===== src/rtl/issue_pick_pkg.sv =====
package issue_pick_pkg;
  localparam int MAX_UNITS = 64;
  typedef logic [MAX_UNITS-1:0] unit_vec_t;

  // isolate the lowest set bit via two's complement
  function automatic unit_vec_t lowest_set(unit_vec_t v);
    return v & (~v + unit_vec_t'(1));
  endfunction

  function automatic int type_width(int n_types);
    return (n_types > 1) ? $clog2(n_types) : 1;
  endfunction
endpackage


===== src/rtl/issue_prio_pick.sv =====
module issue_prio_pick
  import issue_pick_pkg::*;
#(
  parameter int W = 6
) (
  input  logic         clk,
  input  logic         rst_n,
  input  logic [W-1:0] req_i,
  output logic [W-1:0] grant_o,
  output logic         any_o
);
  unit_vec_t wide_grant;

  always_comb begin
    wide_grant = lowest_set(unit_vec_t'(req_i));
    grant_o    = wide_grant[W-1:0];
    any_o      = |req_i;
  end

  // grant only to a requester, lowest wins
  p_grant_in_req_r4: assert property (@(posedge clk) disable iff (!rst_n)
    (grant_o & ~req_i) == '0);
  p_grant_onehot_r3: assert property (@(posedge clk) disable iff (!rst_n)
    $onehot0(grant_o));
  p_grant_when_any_r1: assert property (@(posedge clk) disable iff (!rst_n)
    any_o |-> $countones(grant_o) == 1);
endmodule


===== src/rtl/issue_type_group.sv =====
module issue_type_group #(
  parameter int                   NUM_UNITS = 6,
  parameter logic [NUM_UNITS-1:0] CAP_MASK  = '1
) (
  input  logic                 clk,
  input  logic                 rst_n,
  input  logic [NUM_UNITS-1:0] busy_i,
  output logic [NUM_UNITS-1:0] pick_o,
  output logic                 avail_o
);
  logic [NUM_UNITS-1:0] cand;

  // busy units drop out of the candidate set
  assign cand = CAP_MASK & ~busy_i;

  issue_prio_pick #(.W(NUM_UNITS)) u_pick (
    .clk    (clk),
    .rst_n  (rst_n),
    .req_i  (cand),
    .grant_o(pick_o),
    .any_o  (avail_o)
  );

  p_pick_idle_r5: assert property (@(posedge clk) disable iff (!rst_n)
    (pick_o & busy_i) == '0);
  p_pick_capable_r5: assert property (@(posedge clk) disable iff (!rst_n)
    (pick_o & ~CAP_MASK) == '0);
endmodule


===== src/rtl/issue_picker.sv =====
module issue_picker
  import issue_pick_pkg::*;
#(
  parameter int NUM_UNITS = 6,
  parameter int NUM_TYPES = 3,
  // bit t*NUM_UNITS+u set: unit u serves type t
  parameter logic [NUM_TYPES*NUM_UNITS-1:0] CAPS = 18'b110000_001100_000111,
  localparam int TYPE_W = type_width(NUM_TYPES)
) (
  input  logic                 clk,
  input  logic                 rst_n,
  input  logic                 in_valid_i,
  input  logic [TYPE_W-1:0]    in_type_i,
  output logic                 in_ready_o,
  output logic                 found_o,
  input  logic [NUM_UNITS-1:0] unit_busy_i,
  output logic [NUM_UNITS-1:0] issue_o,
  output logic [NUM_UNITS-1:0] selected_o
);
  logic [NUM_TYPES-1:0][NUM_UNITS-1:0] pick_all;
  logic [NUM_TYPES-1:0]                avail_all;
  logic [NUM_UNITS-1:0]                pick_sel;
  logic                                avail_sel;
  logic                                fire;

  for (genvar t = 0; t < NUM_TYPES; t++) begin : g_type
    issue_type_group #(
      .NUM_UNITS(NUM_UNITS),
      .CAP_MASK (CAPS[t*NUM_UNITS +: NUM_UNITS])
    ) u_grp (
      .clk    (clk),
      .rst_n  (rst_n),
      .busy_i (unit_busy_i),
      .pick_o (pick_all[t]),
      .avail_o(avail_all[t])
    );
  end

  // route the requested type's picker; unknown codes find nothing
  always_comb begin
    pick_sel  = '0;
    avail_sel = 1'b0;
    for (int t = 0; t < NUM_TYPES; t++) begin
      if (in_type_i == TYPE_W'(t)) begin
        pick_sel  = pick_all[t];
        avail_sel = avail_all[t];
      end
    end
  end

  assign found_o    = rst_n & avail_sel;
  assign in_ready_o = found_o;
  assign fire       = in_valid_i & found_o;
  assign issue_o    = fire ? pick_sel : '0;
  // grant spans the issue cycle plus the busy period that follows
  assign selected_o = issue_o | unit_busy_i;

  p_ready_r2: assert property (@(posedge clk) disable iff (!rst_n)
    in_ready_o == found_o);
  p_one_issue_r3: assert property (@(posedge clk) disable iff (!rst_n)
    (in_valid_i && found_o) |-> $countones(issue_o) == 1);
  p_issue_idle_r5: assert property (@(posedge clk) disable iff (!rst_n)
    (issue_o & unit_busy_i) == '0);
  p_no_valid_r7: assert property (@(posedge clk) disable iff (!rst_n)
    !in_valid_i |-> issue_o == '0);
  p_sel_covers_r6: assert property (@(posedge clk) disable iff (!rst_n)
    ((issue_o | unit_busy_i) & ~selected_o) == '0);

  always_comb begin
    if (!rst_n) begin
      p_quiet_in_reset_r8: assert (issue_o == '0 && !found_o);
    end
  end
endmodule


===== config.mk =====
export PLATFORM = sky130hd
export DESIGN_NAME = issue_picker
export DESIGN_NICKNAME = d
export VERILOG_FILES = /design/src/rtl/issue_pick_pkg.sv /design/src/rtl/issue_prio_pick.sv /design/src/rtl/issue_type_group.sv /design/src/rtl/issue_picker.sv
export SDC_FILE = /design/constraint.sdc
export NUM_CORES = 1
export LEC_CHECK = 0
export ABC_AREA = 1
export BUFFER_PORTS_ARGS = -buffer_cell sky130_fd_sc_hd__buf_2
export CAP_MARGIN = 25
export CORE_MARGIN = 1
export CORE_UTILIZATION = 40
export DETAILED_ROUTE_END_ITERATION = 10
export PLACE_DENSITY = 0.68
export RECOVER_POWER = 50
export SETUP_SLACK_MARGIN = 0.5
export SYNTH_ARGS = -nofsm -noshare
export SYNTH_HDL_FRONTEND = slang
export SYNTH_HIERARCHICAL = 1
export SYNTH_SLANG_ARGS = --single-unit

===== constraint.sdc =====
create_clock -name vclk -period 1.9
set_clock_uncertainty 0.05 [all_clocks]
set_input_delay 0.285 -clock vclk [all_inputs]
set_output_delay 0.285 -clock vclk [all_outputs]
set_load 0.02 [all_outputs]

Yosys cells after proc, flatten, opt, wreduce, memory -nomap -nowiden. Cells that the tools add are included.

Multipliers: 0. Bitwise gates (word level): 10. Mux-type cells: 7. Reductions and logical operators: 4. $add $sub $neg: 3. Equal/unequal tests: 2. Shift operators: 0. Div/mod/pow operators: 0. $lt $le $gt $ge: 0.

Operator list (count): $mux 6 (4); $add 6x1->6 const B (3); $not 6->6 (2); $and 3x6->6 (1); $and 4x6->6 (1); $and 6x6->6 (1); $not 3->6 (1); $not 4->6 (1); $or 6x6->6 (1); $reduce_or 2->1 (2); $mux 1 (3); $reduce_or 3->1 (1); $and 1x1->1 (2); $eq 2x1->1 const B (1); $eq 2x2->1 const B (1); $logic_not 2->1 (1).

Word-level logic and storage cells: 26. Register bits after elaboration: 0. Input port bits: 11. Latch bits: 0. Bits in read-only memories: 0. Memories: 0. Bits in writable memories: 0.

Depth between registers and ports, before layout.
Word-level depth: 9. Depth in mapped cells: 8. Gate-level depth less buffers: 8.

Hierarchy. Netlist, hierarchy kept.

By module, submodules not included: issue_picker (times used 1, seq. area each 0.0 um^2, cells each 60, area an instance 334.1 um^2); issue_prio_pick (times used 3, seq. area each 0.0 um^2, cells each 18, area an instance 77.6 um^2); issue_type_group (g_type[1].u_grp ...) (times used 2, seq. area each 0.0 um^2, cells each 3, area an instance 11.3 um^2); issue_type_group (g_type[0].u_grp) (times used 1, seq. area each 0.0 um^2, cells each 4, area an instance 15.0 um^2).

Worst setup path after synthesis. OpenSTA, ideal clock, no wires.

Path type: input -> output. Start: input port unit_busy_i[2]. End: output port in_ready_o. Path buffers: 1. Arrival time: 1095 ps. Path slack: 470 ps. Required time: 1565 ps. Stages: 8. Path through: inv_1 > nor2_2 > nand3_1 > nand3_4 > nand3_4 > nand2_1 > inv_1 > buf_4.

RTL lines: start: declaration (RTL line issue_picker.sv:16) `input logic [NUM_UNITS-1:0] unit_busy_i,`; $not 6->6; $reduce_or 2->1 (RTL line issue_prio_pick.sv:17) `any_o = |req_i;`; net avail_all[1] (RTL line issue_picker.sv:21) `logic [NUM_TYPES-1:0] avail_all;`; $mux 1 (2 in series) (RTL line issue_picker.sv:44) `if (in_type_i == TYPE_W'(t)) begin`; $and 1x1->1 (RTL line issue_picker.sv:51) `assign found_o = rst_n & avail_sel;`; end: declaration (RTL line issue_picker.sv:14) `output logic in_ready_o,`.

The timed path passes the listed nets, and every way through them passes these cells.

Worst setup path after layout.
Start: input port unit_busy_i[2]. End: output port issue_o[1].

RTL lines: $not 6->6; net g_type[1].u_grp.cand[2] (RTL line issue_type_group.sv:11) `logic [NUM_UNITS-1:0] cand;`; $reduce_or 2->1 (RTL line issue_prio_pick.sv:17); net avail_all[1] (RTL line issue_picker.sv:21); $mux 1 (2 in series) (RTL line issue_picker.sv:44); $and 1x1->1 (RTL line issue_picker.sv:51); $and 1x1->1 (RTL line issue_picker.sv:53) `assign fire = in_valid_i & found_o;`; $mux 6 (RTL line issue_picker.sv:54) `assign issue_o = fire ? pick_sel : '0;`; end: declaration (RTL line issue_picker.sv:17) `output logic [NUM_UNITS-1:0] issue_o,`.

The timed path passes the listed nets, and every way through them passes these cells.

==> run_results.csv <==
group,metric,value,unit
floorplan,fp.coreArea,0.00135,mm²
floorplan,ios,25,
final_layout,syn_to_final_growth,50.5,%
floorplan,rows,13,
setup_path,arrival,1260,ps
timing,fin_crit,1600,ps
setup_path,cp_max_fo,7,
clock_network,hold_buffers,0,
setup_path,required,1560,ps
timing,maxSlewViolCount,0,
global_routing,grt_pass1_wl,2020,µm
final_layout,num-fill-cells,140,
placement,port_buffers,24,
pwr,power_density,174,mW/mm²
timing,rsz0062_at_grt,"yes",
setup_path,crit_top_cell,"nand3_4",
drt,drt-initial-drc-count,12,
outcome,status,"complete, no violations",
floorplan,die_h,40.9,µm
run,maxCapViolations,0,
yosys,synth_top_cell_area_share,18.0,%
placement,routabilityCongestion,0.834,
placement,place_inst,183,
global_routing,antenna_found_initial,0,
yosys,ys_warn_count,6,
pwr,p_leak,0.564,nW
yosys,yosysSeqAreaShare,0,%
global_routing,grt_pass1_vias,547,
pwr,finalPower,0.000158,W
setup_path,path_cells,"buf_12 > inv_8 > nor2_1 > nand3_1 > nand3_4 > nand3_4 > nand4_1 > inv_1 > clkbuf_1",
placement,place_hpwl,1070,µm
drt,viasPerCell,4.19,
yosys,synth_most_common_cell,"inv_1",
floorplan,die_w,40.9,µm
setup_path,start_kind,"primary input",
drt,wl_per_cell,7.94,µm
yosys,yosysTopAreaCell,"inv_1",
setup_path,crit_family,"simple AND/OR/NAND/NOR gates",
setup_path,timing_worst_setup_path_type,"in2out",
final_layout,design.seq.count,0,
yosys,synth_cells,124,
final_layout,n_antenna_cell,0,
setup_path,slowest_delay,220,ps
placement,place_ws,315,ps
yosys,synth_area,604,µm²
timing,hold_viol,0,
timing,setup_violations,0,
timing,period_share,84.0,%
timing,layout_setup_ws,305,ps
final_layout,seqCellArea,0,µm²
setup_path,endpoint_kind,"output pin",
yosys,synth_commonest_cells,"inv_1, nand2_1, nand3_1, nor2_1",
floorplan,dieArea,0.00167,mm²
setup_path,cpMaxStageDelayCell,"clkbuf_1",
yosys,yosysUniqueCellTypes,14,
drt,post-route-drc-count,0,
global_routing,grt_max_degree,10,
drt,detail_route.first_pass.iterations,4,
drt,antenna_left,0,
yosys,synthTopCellsByArea,"inv_1, nand3_1, nand2_1",
floorplan,initial_core_util,44.8,%
final_layout,drive_above_1_share,27.3,%
yosys,avgSynthCellArea,4.87,µm²
global_routing,overflow,0,
drt,vias,784,
worst_hold_path,min_path_type,"in2out",
final_layout,clockBufferCount,0,
drt,routed_wl,1480,µm
timing,fmax,627,MHz
final_layout,final_cells,187,
pwr,worst_ir_drop_vdd,0.0000761,V
final_layout,nets,185,
global_routing,grt_use_total,16.9,%
timing,setup_tns,0,ps
setup_path,cp_num_buf_inv,4,
[per-layer routing]
layer  vias to the layer above  track usage (%)  wire length, µm
met2                        28             34.4              760
li1                        443                -                -
met1                       313             20.2              645
met5                         -                0                0
met4                         0                0                0
met3                         0                0               79
[placed cells by master (no fill, tap or decap), drive strengths merged]
cell     n
nor2    28
nand2   26
clkbuf   4
nand3   24
conb    29
inv     31
nand4    6
buf     24
[logic make-up (layout without fill, tap and decap cells)]
group / after synthesis / in the layout / share of synthesized area [%]
simple gates: 84 / 84 / 70.2
buf+inv: 37 / 59 / 27.9
other cells: 3 / 29 / 1.86
[tightest hold or removal path, cell delays in order]
cell	delay [ps]
buf_2	80
inv_1	30
nand2_1	50
buf_4	130
[report_power, final]
group | leakage (nW) | switching (W) | total [W] | internal [W]
combinational | 0.564 | 0.0000971 | 0.000158 | 0.0000613
clock | 0 | 0 | 0 | 0
sequential | 0 | 0 | 0 | 0
total | 0.564 | 0.0000971 | 0.000158 | 0.0000613
[layout make-up]
type               instances  area, µm²  share of cell area, %
inverters                 31        131                   14.4
multi-input cells        113        553                   60.8
well taps                 15       18.8                   2.06
repair buffers            28        206                   22.7
[path summary, 6_finish.rpt]
path	from	to	slack (ps)	cells past startpoint
worst min-delay path	unit_busy_i[5]	selected_o[5]	820	4
worst max-delay path	unit_busy_i[2]	issue_o[1]	300	9
[repair_timing]
| item | in CTS | in global routing |
|---|---|---|
| pin swaps | 11 | 25 |
| endpoints found under the setup margin | 14 | 14 |
| buffers inserted | 1 | 3 |
| gates resized for setup | 11 | 37 |
[through the flow]
stage	util [%]	instance area, µm²	hold WS [ps]
floorplan	-	702	639
global route	67.4	910	843
CTS	61.0	823	811
finish	67.4	910	821
detailed placement	58.4	788	831
global placement	58.4	788	828
(Power assumes the default switching activity.)
